==> config.mk <==
export PLATFORM = sky130hd
export DESIGN_NAME = mirror_steer
export DESIGN_NICKNAME = d
export VERILOG_FILES = /design/src/rtl/msu_pkg.sv /design/src/rtl/msu_cmd_plan.sv /design/src/rtl/msu_chan_seq.sv /design/src/rtl/msu_line_merge.sv /design/src/rtl/mirror_steer.sv
export SDC_FILE = /design/constraint.sdc
export NUM_CORES = 1
export LEC_CHECK = 0
export ABC_AREA = 1
export ABC_CLOCK_PERIOD_IN_PS = 2600
export BUFFER_PORTS_ARGS = -buffer_cell sky130_fd_sc_hd__buf_2
export CORE_UTILIZATION = 57
export CTS_CLUSTER_SIZE = 24
export DETAILED_ROUTE_END_ITERATION = 10
export GPL_TIMING_DRIVEN = 0
export PLACE_DENSITY = 0.81
export SYNTH_ARGS = -nofsm -noshare
export SYNTH_HDL_FRONTEND = slang
export SYNTH_HIERARCHICAL = 1
export SYNTH_SLANG_ARGS = --single-unit
==> constraint.sdc <==
create_clock -name clk -period 2.6 [get_ports clk]
set_input_delay 0.26 -clock clk [delete_from_list [all_inputs] [get_ports clk]]
set_output_delay 0.26 -clock clk [all_outputs]
set_load 0.01 [all_outputs]
==> src/rtl/msu_pkg.sv <==
// Package: shared types for the mirrored channel steering unit.
// Assumes two channels, index 0 = A and index 1 = B.
package msu_pkg;
    typedef enum logic [1:0] {
        ST_IDLE = 2'd0,
        ST_RUN  = 2'd1,
        ST_RESP = 2'd2
    } msu_state_t;

    localparam int unsigned NUM_CH   = 2;
    localparam logic        COPY_PRI = 1'b0;
    localparam logic        COPY_MIR = 1'b1;
endpackage

==> src/rtl/msu_cmd_plan.sv <==
// Module: works out, for one request, how many commands each channel gets
// and which copy the first one targets. The second command always targets
// the other copy. Purely combinational; the caller registers the result.
module msu_cmd_plan (
    input  logic            is_write,
    input  logic            mirror_en,
    input  logic            sel_bit,
    input  logic            sel_invert,
    input  logic [1:0]      fail,
    output logic [1:0][1:0] cnt,
    output logic [1:0]      first_copy,
    output logic            single,
    output logic            surv,
    output logic            rd_mir
);
    import msu_pkg::*;

    // Mode decode: single-channel when any channel is down, B survives if A is down.
    always_comb begin
        single = |fail;
        surv   = fail[0];
        rd_mir = mirror_en & (sel_bit ^ sel_invert);
    end

    // Per-channel command count and first copy.
    always_comb begin
        logic live;
        for (int c = 0; c < NUM_CH; c++) begin
            live          = !single || (surv == (c == 1));
            cnt[c]        = 2'd0;
            first_copy[c] = COPY_PRI;
            if (live) begin
                if (is_write) begin
                    cnt[c] = mirror_en ? 2'd2 : 2'd1;
                end else if (single) begin
                    cnt[c]        = 2'd2;
                    first_copy[c] = (c == 1) ? COPY_MIR : COPY_PRI;
                end else begin
                    cnt[c]        = 2'd1;
                    first_copy[c] = rd_mir;
                end
            end
        end
    end
endmodule

==> src/rtl/msu_chan_seq.sv <==
// Module: command sequencer for one channel. Loaded once per request, it
// issues up to two commands in order (the second toggles the copy flag)
// and gathers up to two read replies. Assumes replies come in command order.
module msu_chan_seq #(
    parameter int ADDR_W = 16,
    parameter int HALF_W = 32
) (
    input  logic              clk,
    input  logic              rst_n,
    input  logic              start,
    input  logic [1:0]        ld_cnt,
    input  logic              ld_first,
    input  logic              ld_write,
    input  logic [ADDR_W-1:0] ld_addr,
    input  logic [HALF_W-1:0] ld_wd0,
    input  logic [HALF_W-1:0] ld_wd1,
    output logic              cmd_valid,
    input  logic              cmd_ready,
    output logic              cmd_write,
    output logic              cmd_copy,
    output logic [ADDR_W-1:0] cmd_addr,
    output logic [HALF_W-1:0] cmd_wdata,
    input  logic              rd_valid,
    input  logic [HALF_W-1:0] rd_data,
    output logic              done,
    output logic [HALF_W-1:0] slot0,
    output logic [HALF_W-1:0] slot1
);
    logic [1:0]        cnt_q;
    logic [1:0]        issued_q;
    logic [1:0]        got_q;
    logic              first_q;
    logic              write_q;
    logic [ADDR_W-1:0] addr_q;
    logic [HALF_W-1:0] wd0_q;
    logic [HALF_W-1:0] wd1_q;

    // Load the plan on start, then count accepted commands and stored replies.
    always_ff @(posedge clk) begin
        if (!rst_n) begin
            cnt_q    <= '0;
            issued_q <= '0;
            got_q    <= '0;
            first_q  <= 1'b0;
            write_q  <= 1'b0;
            addr_q   <= '0;
            wd0_q    <= '0;
            wd1_q    <= '0;
            slot0    <= '0;
            slot1    <= '0;
        end else if (start) begin
            cnt_q    <= ld_cnt;
            issued_q <= '0;
            got_q    <= '0;
            first_q  <= ld_first;
            write_q  <= ld_write;
            addr_q   <= ld_addr;
            wd0_q    <= ld_wd0;
            wd1_q    <= ld_wd1;
        end else begin
            if (cmd_valid && cmd_ready) begin
                issued_q <= issued_q + 2'd1;
            end
            if (rd_valid && !write_q && (got_q < cnt_q)) begin
                if (got_q == 2'd0) begin
                    slot0 <= rd_data;
                end else begin
                    slot1 <= rd_data;
                end
                got_q <= got_q + 2'd1;
            end
        end
    end

    // Present the current command and the completion flag.
    always_comb begin
        cmd_valid = issued_q < cnt_q;
        cmd_write = write_q;
        cmd_copy  = first_q ^ issued_q[0];
        cmd_addr  = addr_q;
        cmd_wdata = issued_q[0] ? wd1_q : wd0_q;
        done      = (issued_q == cnt_q) && (write_q || (got_q == cnt_q));
    end
endmodule

==> src/rtl/msu_line_merge.sv <==
// Module: puts the returned halves back into even-then-odd order for the
// interleaved and single-channel read forms. Purely combinational.
module msu_line_merge #(
    parameter int HALF_W = 32
) (
    input  logic                single,
    input  logic                surv,
    input  logic                rd_mir,
    input  logic [HALF_W-1:0]   a0,
    input  logic [HALF_W-1:0]   a1,
    input  logic [HALF_W-1:0]   b0,
    input  logic [HALF_W-1:0]   b1,
    output logic [2*HALF_W-1:0] line
);
    // Choose the even and odd sources by read form.
    always_comb begin
        if (single) begin
            line = surv ? {b1, b0} : {a1, a0};
        end else if (rd_mir) begin
            line = {a0, b0};
        end else begin
            line = {b0, a0};
        end
    end
endmodule

==> src/rtl/mirror_steer.sv <==
// Module: top of the mirrored channel steering unit. Accepts one line
// request at a time, plans the channel commands, runs one sequencer per
// channel and answers with one response per request.
// Assumes channel read replies arrive in command order, one per cycle at most.
module mirror_steer #(
    parameter int ADDR_W  = 16,
    parameter int HALF_W  = 32,
    parameter int SEL_BIT = 15
) (
    input  logic                       clk,
    input  logic                       rst_n,
    input  logic                       cfg_mirror_en,
    input  logic                       cfg_sel_invert,
    input  logic [1:0]                 chan_fail,
    input  logic                       req_valid,
    output logic                       req_ready,
    input  logic                       req_write,
    input  logic [ADDR_W-1:0]          req_addr,
    input  logic [2*HALF_W-1:0]        req_wdata,
    output logic                       rsp_valid,
    input  logic                       rsp_ready,
    output logic                       rsp_write,
    output logic [ADDR_W-1:0]          rsp_addr,
    output logic [2*HALF_W-1:0]        rsp_rdata,
    output logic [1:0]                 ch_valid,
    input  logic [1:0]                 ch_ready,
    output logic [1:0]                 ch_write,
    output logic [1:0]                 ch_copy,
    output logic [1:0][ADDR_W-1:0]     ch_addr,
    output logic [1:0][HALF_W-1:0]     ch_wdata,
    input  logic [1:0]                 ch_rvalid,
    input  logic [1:0][HALF_W-1:0]     ch_rdata
);
    import msu_pkg::*;

    localparam int LINE_W = 2 * HALF_W;

    msu_state_t        state_q;
    logic              accept;
    logic              cap_write;
    logic              cap_mirror;
    logic              cap_single;
    logic              cap_surv;
    logic              cap_rdmir;
    logic [ADDR_W-1:0] cap_addr;
    logic [LINE_W-1:0] rsp_line_q;
    logic [1:0]        live;

    logic [1:0][1:0]        p_cnt;
    logic [1:0]             p_first;
    logic                   p_single;
    logic                   p_surv;
    logic                   p_rdmir;
    logic [1:0]             seq_done;
    logic [1:0][HALF_W-1:0] slot0;
    logic [1:0][HALF_W-1:0] slot1;
    logic [LINE_W-1:0]      merged;
    logic [HALF_W-1:0]      half_even;
    logic [HALF_W-1:0]      half_odd;

    assign accept    = req_valid && (state_q == ST_IDLE);
    assign half_even = req_wdata[HALF_W-1:0];
    assign half_odd  = req_wdata[LINE_W-1:HALF_W];

    msu_cmd_plan u_plan (
        .is_write   (req_write),
        .mirror_en  (cfg_mirror_en),
        .sel_bit    (req_addr[SEL_BIT]),
        .sel_invert (cfg_sel_invert),
        .fail       (chan_fail),
        .cnt        (p_cnt),
        .first_copy (p_first),
        .single     (p_single),
        .surv       (p_surv),
        .rd_mir     (p_rdmir)
    );

    for (genvar g = 0; g < NUM_CH; g++) begin : g_ch
        // Primary copy: A even / B odd; mirror copy crosses them over.
        localparam bit IS_A = (g == 0);
        msu_chan_seq #(
            .ADDR_W (ADDR_W),
            .HALF_W (HALF_W)
        ) u_seq (
            .clk       (clk),
            .rst_n     (rst_n),
            .start     (accept),
            .ld_cnt    (p_cnt[g]),
            .ld_first  (p_first[g]),
            .ld_write  (req_write),
            .ld_addr   (req_addr),
            .ld_wd0    (IS_A ? half_even : half_odd),
            .ld_wd1    (IS_A ? half_odd : half_even),
            .cmd_valid (ch_valid[g]),
            .cmd_ready (ch_ready[g]),
            .cmd_write (ch_write[g]),
            .cmd_copy  (ch_copy[g]),
            .cmd_addr  (ch_addr[g]),
            .cmd_wdata (ch_wdata[g]),
            .rd_valid  (ch_rvalid[g]),
            .rd_data   (ch_rdata[g]),
            .done      (seq_done[g]),
            .slot0     (slot0[g]),
            .slot1     (slot1[g])
        );
    end

    msu_line_merge #(
        .HALF_W (HALF_W)
    ) u_merge (
        .single (cap_single),
        .surv   (cap_surv),
        .rd_mir (cap_rdmir),
        .a0     (slot0[0]),
        .a1     (slot1[0]),
        .b0     (slot0[1]),
        .b1     (slot1[1]),
        .line   (merged)
    );

    // Request life cycle: idle, commands in flight, response waiting.
    always_ff @(posedge clk) begin
        if (!rst_n) begin
            state_q    <= ST_IDLE;
            rsp_line_q <= '0;
        end else begin
            case (state_q)
                ST_IDLE: if (accept) state_q <= ST_RUN;
                ST_RUN: if (&seq_done) begin
                    state_q    <= ST_RESP;
                    rsp_line_q <= cap_write ? '0 : merged;
                end
                ST_RESP: if (rsp_ready) state_q <= ST_IDLE;
                default: state_q <= ST_IDLE;
            endcase
        end
    end

    // Capture the request's mode and tag at acceptance.
    always_ff @(posedge clk) begin
        if (!rst_n) begin
            cap_write  <= 1'b0;
            cap_mirror <= 1'b0;
            cap_single <= 1'b0;
            cap_surv   <= 1'b0;
            cap_rdmir  <= 1'b0;
            cap_addr   <= '0;
        end else if (accept) begin
            cap_write  <= req_write;
            cap_mirror <= cfg_mirror_en;
            cap_single <= p_single;
            cap_surv   <= p_surv;
            cap_rdmir  <= p_rdmir;
            cap_addr   <= req_addr;
        end
    end

    // Port outputs and the live-channel view for the checker.
    always_comb begin
        req_ready = (state_q == ST_IDLE);
        rsp_valid = (state_q == ST_RESP);
        rsp_write = cap_write;
        rsp_addr  = cap_addr;
        rsp_rdata = rsp_line_q;
        live      = cap_single ? (cap_surv ? 2'b10 : 2'b01) : 2'b11;
    end
endmodule

## Word-level counts from Yosys, hierarchy flattened

Cells that the tools add are included.

- Output and inout bits: 185
- Word-level logic and storage cells: 95
- Register bits after elaboration: 292
- Input port bits: 157

- Reductions and logical operators: 27
- Add/subtract/negate cells: 4
- Muxes and demuxes: 21
- Bitwise operators: 9
- Eq/ne operators: 9
- Magnitude comparators: 4

Operator list:

| cell | count |
|---|---|
| $mux 64 | 4 |
| $mux 32 | 2 |
| $reduce_and 3->1 | 6 |
| $mux 2 | 8 |
| $logic_and 1x1->1 | 9 |
| $add 2x1->2 const B | 4 |
| $eq 2x2->1 | 4 |
| $lt 2x2->1 | 4 |
| $logic_not 2->1 | 3 |
| $mux 1 | 6 |
| $pmux 2 s3 | 1 |
| $not 1->1 | 5 |
| $logic_or 1x1->1 | 4 |
| $ne 2x1->1 const B | 2 |
| $reduce_or 2->1 | 2 |
| $xor 1x1->1 | 3 |
| $eq 2x1->1 const B | 1 |
| $eq 2x2->1 const B | 1 |
| $logic_not 1->1 | 2 |
| $ne 2x2->1 const B | 1 |
| $reduce_and 2->1 | 1 |
| $and 1x1->1 | 1 |

## Depth between registers and ports, before layout

- Depth after elaboration: 6
- Gate-level depth with buffers: 14
- Depth with buffers taken out: 10

## Hierarchy

The synthesis kept the hierarchy.

Modules (own cells, without submodules):

| module | instances | seq. area each (µm²) | cells an instance | area an instance (µm²) |
|---|---|---|---|---|
| msu_chan_seq | 2 | 3,042.9 | 923 | 6,317.3 |
| mirror_steer | 1 | 1,721.7 | 644 | 3,917.5 |
| msu_line_merge | 1 | 0.0 | 618 | 2,673.8 |
| msu_cmd_plan | 1 | 0.0 | 23 | 101.3 |

## Worst setup path after synthesis

No wires, ideal clock.

- Path type: reg-to-reg
- From: reg g_ch[0].u_seq.issued_q[0]
- To: reg rsp_line_q[0], in the netlist rsp_rdata[0]
- Required time: 2.536 ns
- Stages on the path, launching flop included: 14
- Path slack: 0.701 ns
- Data arrival time: 1.835 ns
- Buffers on the path: 4
- Path through: dfxtp_1 -> buf_2 -> inv_1 -> buf_1 -> ha_1 -> nand2_1 -> nor2_1 -> nand2_1 -> inv_1 -> nand2_1 -> buf_6 -> buf_2 -> nor2_1 -> nor2_1

- Word-level cells in the longest chain between the ends: 3

RTL lines:

| what | line | text |
|---|---|---|
| start: declaration | msu_chan_seq.sv:30 | `logic [1:0] issued_q;` |
| start signal: assignment | msu_chan_seq.sv:62 | `issued_q <= issued_q + 2'd1;` |
| $eq 2x2->1 | msu_chan_seq.sv:82 | `done = (issued_q == cnt_q) && (write_q \|\| (got_q == cnt_q));` |
| $logic_and 1x1->1 | msu_chan_seq.sv:82 |  |
| named net seq_done[0] | mirror_steer.sv:54 | `logic [1:0] seq_done;` |
| $reduce_and 3->1 (no source line) | n/a |  |
| end signal: assignment | mirror_steer.sv:131 | `rsp_line_q <= cap_write ? '0 : merged;` |
| end: declaration | mirror_steer.sv:46 | `logic [LINE_W-1:0] rsp_line_q;` |

The timed path passes the listed nets, and every way through them passes these cells.
A chain may end at the register's enable or synchronous reset.

==> report_table.html <==
<table>
<tr><th>Metric</th><th>Value</th></tr>
<tr><th colspan="2">Cells and area</th></tr>
<tr><td>Total area of sequential cells</td><td>7810 um2</td></tr>
<tr><td>Post-route design area</td><td>24200 um2</td></tr>
<tr><td>Fill count</td><td>2775</td></tr>
<tr><td>Signed area change from the synthesized netlist to the final layout</td><td>25.2%</td></tr>
<tr><td>Multi-input logic area</td><td>8780 um2</td></tr>
<tr><td>Fraction of final layout cells with drive strength greater than 1</td><td>14.8%</td></tr>
<tr><td>Final net count</td><td>3804</td></tr>
<tr><th colspan="2">Place</th></tr>
<tr><td>Buffers added on ports</td><td>340</td></tr>
<tr><td>Area after detailed placement</td><td>21600 um2</td></tr>
<tr><td>Worst-case setup slack after placement</td><td>-0.110 ns</td></tr>
<tr><td>Final weighted congestion in routability-driven placement</td><td>0.965</td></tr>
<tr><td>Post-DP HPWL</td><td>49500 um</td></tr>
<tr><th colspan="2">GRT</th></tr>
<tr><td>Total global routing track utilization</td><td>38.0%</td></tr>
<tr><td>Remaining global-route overflow</td><td>0</td></tr>
<tr><td>Largest net degree at the start of global routing</td><td>18</td></tr>
<tr><td>Number of global-route vias before repair</td><td>20.4k</td></tr>
<tr><td>Wire length of the first global-routing pass</td><td>102000 um</td></tr>
<tr><td>Number of antenna violations at the first check in global routing</td><td>7</td></tr>
<tr><th colspan="2">Routing</th></tr>
<tr><td>Total Routed Length</td><td>67800 um</td></tr>
<tr><td>Total via count in the routed design</td><td>21.5k</td></tr>
<tr><td>Via density per instance</td><td>5.22</td></tr>
<tr><td>Met3 layer wire length in the routed design</td><td>5280 um</td></tr>
<tr><td>Routed length on met1</td><td>24400 um</td></tr>
<tr><td>Number of remaining DRC errors</td><td>0</td></tr>
<tr><td>1st-pass router iterations</td><td>6</td></tr>
<tr><td>Post-detailed-route count of antenna-violating nets</td><td>0</td></tr>
<tr><td>Routed length per placed instance</td><td>16.5 um</td></tr>
<tr><td>Highest routing layer actually used</td><td>met5</td></tr>
<tr><td>Amount of wire on met2 after detailed routing</td><td>33100 um</td></tr>
<tr><td>Iter 0 DRT Violations</td><td>2042</td></tr>
<tr><th colspan="2">Setup path</th></tr>
<tr><td>Kind of cell adding the most delay to the critical path</td><td>buffers and inverters</td></tr>
<tr><td>Crit path buf inv count</td><td>5</td></tr>
<tr><td>Startpoint kind of the worst setup timing path</td><td>register</td></tr>
<tr><td>Max incr delay on CP</td><td>0.52 ns</td></tr>
<tr><td>Classification of the worst setup path</td><td>reg2out</td></tr>
<tr><td>Endpoint type of the worst setup path</td><td>primary output</td></tr>
<tr><td>Worst-path maximum fanout</td><td>10</td></tr>
<tr><td>Worst-path cell chain</td><td>buf_4, clkinvlp_4, buf_4, clkbuf_1, nand2_1, nand2_1, buf_2</td></tr>
<tr><td>Arrival time at the worst endpoint</td><td>2.30 ns</td></tr>
<tr><td>Required time reported for the critical path endpoint</td><td>2.34 ns</td></tr>
<tr><td>Highest-delay cell along the critical path</td><td>sky130_fd_sc_hd__clkbuf_1</td></tr>
<tr><th colspan="2">Clock network</th></tr>
<tr><td>Clock Tree Root</td><td>sky130_fd_sc_hd__clkbuf_16</td></tr>
<tr><td>Clk_lat worst skew</td><td>0.55 ns</td></tr>
<tr><td>Clock sink count</td><td>390</td></tr>
<tr><td>Clock buffers created by TritonCTS</td><td>43</td></tr>
<tr><td>Maximum clock insertion buffer count</td><td>3</td></tr>
<tr><td>Clock-pin slew on the worst setup and hold paths</td><td>0.06 ns</td></tr>
<tr><td>Clock tree from TritonCTS</td><td>done</td></tr>
<tr><td>CTS HTree Levels</td><td>2</td></tr>
<tr><th colspan="2">Timing</th></tr>
<tr><td>Worst slew slack as a fraction of its limit</td><td>56.4%</td></tr>
<tr><td>Final max-slew violation count</td><td>0</td></tr>
<tr><td>Final worst path period share</td><td>98.6%</td></tr>
<tr><td>Least setup slack across all paths after layout</td><td>0.0374 ns</td></tr>
<tr><td>Achievable Freq</td><td>390 MHz</td></tr>
<tr><td>Transition time at the pin with the least slew margin</td><td>0.654 ns</td></tr>
<tr><td>Endpoints failing setup</td><td>0</td></tr>
<tr><td>Min Clock Period, post-route</td><td>2.56 ns</td></tr>
<tr><td>Max Clock Skew</td><td>0.0179 ns</td></tr>
<tr><td>Setup repair after global routing missed its margin</td><td>false</td></tr>
<tr><td>Fin. Hold Viols</td><td>0</td></tr>
<tr><th colspan="2">Run status</th></tr>
<tr><td>Status</td><td>complete, no violations</td></tr>
<tr><th colspan="2">Logic synthesis</th></tr>
<tr><td>Synthesized area per cell</td><td>6.17 um2</td></tr>
<tr><td>Flip-flop and latch count after synthesis</td><td>390</td></tr>
<tr><td>Post-synthesis cell area</td><td>19300 um2</td></tr>
<tr><td>YS warnings</td><td>6</td></tr>
<tr><td>Cells after Synth</td><td>3131</td></tr>
<tr><td>Sequential fraction of the synthesis area</td><td>40.4%</td></tr>
<tr><td>Syn Nets</td><td>3298</td></tr>
<tr><td>Number of distinct library cell variants in the gate-level netlist after synthesis</td><td>23</td></tr>
<tr><th colspan="2">Die</th></tr>
<tr><td>Site Rows</td><td>67</td></tr>
<tr><td>Die Ht</td><td>186 um</td></tr>
<tr><td>Die Outline Area</td><td>34600 um2</td></tr>
<tr><td>Starting utilization of the core area</td><td>57.8%</td></tr>
<tr><td>Horizontal die dimension</td><td>186 um</td></tr>
<tr><td>Number of top-level design ports</td><td>342</td></tr>
<tr><td>Core footprint</td><td>33400 um2</td></tr>
<tr><th colspan="2">Job</th></tr>
<tr><td>Count of maximum capacitance violations</td><td>0</td></tr>
<tr><th colspan="2">Hold path</th></tr>
<tr><td>Hold Path Class</td><td>in2reg</td></tr>
<tr><th colspan="2">Pwr</th></tr>
<tr><td>Pleak</td><td>0.0131 uW</td></tr>
<tr><td>Power per cell area</td><td>697 nW/um2</td></tr>
<tr><td>IR drop worst, VDD</td><td>603 uV</td></tr>
</table>
[cell usage in the layout, fill, tap and decap left out, types with 3 or more instances in the layout]
cell type	netlist	final
sky130_fd_sc_hd__a21oi_1	21	21
sky130_fd_sc_hd__buf_4	9	11
sky130_fd_sc_hd__xor2_1	4	4
sky130_fd_sc_hd__nor2_4	8	8
sky130_fd_sc_hd__buf_6	23	23
sky130_fd_sc_hd__clkbuf_8	6	17
sky130_fd_sc_hd__nand4_1	64	64
sky130_fd_sc_hd__nand3_1	133	133
sky130_fd_sc_hd__clkinvlp_4	0	3
sky130_fd_sc_hd__buf_8	6	6
sky130_fd_sc_hd__buf_1	14	12
sky130_fd_sc_hd__o21ai_0	193	193
sky130_fd_sc_hd__buf_2	64	404
sky130_fd_sc_hd__inv_1	422	421
sky130_fd_sc_hd__clkbuf_16	0	44
sky130_fd_sc_hd__clkbuf_1	70	78
sky130_fd_sc_hd__dfxtp_1	390	390
sky130_fd_sc_hd__ha_1	10	10
sky130_fd_sc_hd__inv_2	6	6
sky130_fd_sc_hd__nor2_1	830	830
sky130_fd_sc_hd__nand2_1	851	851
sky130_fd_sc_hd__clkinv_2	0	10
sky130_fd_sc_hd__dlygate4sd3_1	0	120
[per-layer routing]
metal	track usage, %	up-vias
met1	39.9	9794
met4	27.1	10
met5	0	-
met2	68.2	1027
met3	7.24	296
li1	-	10388
[sequential cells by signal, indices dropped and copies added (netlist names)]
register              flops
g_ch.u_seq/cnt_q          4
rsp_addr                 16
g_ch.u_seq/wd0_q         64
cap_surv                  1
g_ch.u_seq/slot1         64
g_ch.u_seq/got_q          4
rsp_write                 1
g_ch.u_seq/first_q        2
rsp_rdata                64
g_ch.u_seq/slot0         64
g_ch.u_seq/cmd_addr      32
g_ch.u_seq/wd1_q         64
cap_single                1
state_q                   2
cap_rdmir                 1
g_ch.u_seq/cmd_write      2
g_ch.u_seq/issued_q       4
[final timing paths]
path | startpoint | to | slack, ns | cells after the start
setup / recovery | g_ch[1].u_seq/issued_q[0] | ch_wdata[56] | 0.04 | 7
hold reg to reg | g_ch[0].u_seq/wd0_q[20] | g_ch[0].u_seq/wd0_q[20] | 0.46 | 2
setup reg to reg | g_ch[1].u_seq/issued_q[0] | rsp_rdata[41] | 0.10 | 13
hold / removal | ch_rdata[58] | g_ch[1].u_seq/slot0[26] | 0.005 | 3
[logic make-up (layout without fill, tap and decap cells)]
| kind of cell | Yosys count | in the layout | share of synthesized area (%) |
|---|---|---|---|
| xor gates and xnor gates | 4 | 4 | 0.181 |
| other | 0 | 2 | 0 |
| DFF | 390 | 390 | 40.4 |
| and+or+nand+nor | 1893 | 1893 | 39.0 |
| adders and majority gates | 10 | 10 | 0.647 |
| AOI/OAI and AO/OA | 214 | 214 | 5.54 |
| buffers and inverters | 620 | 1159 | 14.2 |
[synth_stat cells (all sizes together)]
library cell	number	share of area [%]
dfxtp	390	40
a21oi	21	0.54
xor2	4	0.18
nand2	852	17
inv	428	8.3
buf	116	4.1
clkbuf	76	1.8
nand3	135	3.5
ha	10	0.65
o21ai	193	5.0
nor2	840	17
nand4	66	2.3
[report_power, final]
group / leakage (uW) / switching [uW] / internal, uW
Combinational: 0.00924 / 2660 / 1400
Sequential: 0.00320 / 315 / 6520
Clock: 0.000688 / 2520 / 3430
[timing repair]
action	4_1_cts	5_1_grt
gates resized for setup	3	3
setup endpoints to repair	63	61
hold endpoints to repair	189	0
hold buffers	120	0
buffers inserted	1	0
[final cells by class]
class                           count  share of cell area, %
Antenna cell                        2                 0.0207
Buffer                            192                   4.72
Clock buffer                       63                   5.30
Clock inverter                     15                  0.419
Inverter                          428                   6.65
Multi-Input combinational cell   2121                   36.3
Sequential cell                   390                   32.3
Tap cell                          448                   2.32
Timing Repair Buffer              461                   12.0
[through the flow]
stage / setup TNS, ns / power [uW] / util, % / hold slack, ns / instances
finish: 0 / 16900 / 72.3 / 0.00465 / 4120
global route: 0 / 17600 / 72.3 / 0.00680 / 4120
CTS: 0 / 16800 / 72.3 / 0.0000215 / 4118
detailed placement: -2.36 / 10700 / 64.5 / 0.450 / 3919
global placement: -0.128 / 10600 / 64.5 / 0.443 / 3919
floorplan: 0 / 9330 / - / 0.395 / 3131
[worst register-to-register path, delay by kind of cell (launching register included)]
| kind | cells | cell delay [ns] |
|---|---|---|
| flip-flops | 1 | 0.31 |
| AND/OR/NAND/NOR | 6 | 0.77 |
| buffers and inverters | 6 | 1.00 |
| adder cells (fa/ha/maj) | 1 | 0.30 |
Power figures use the tool's default switching activity.
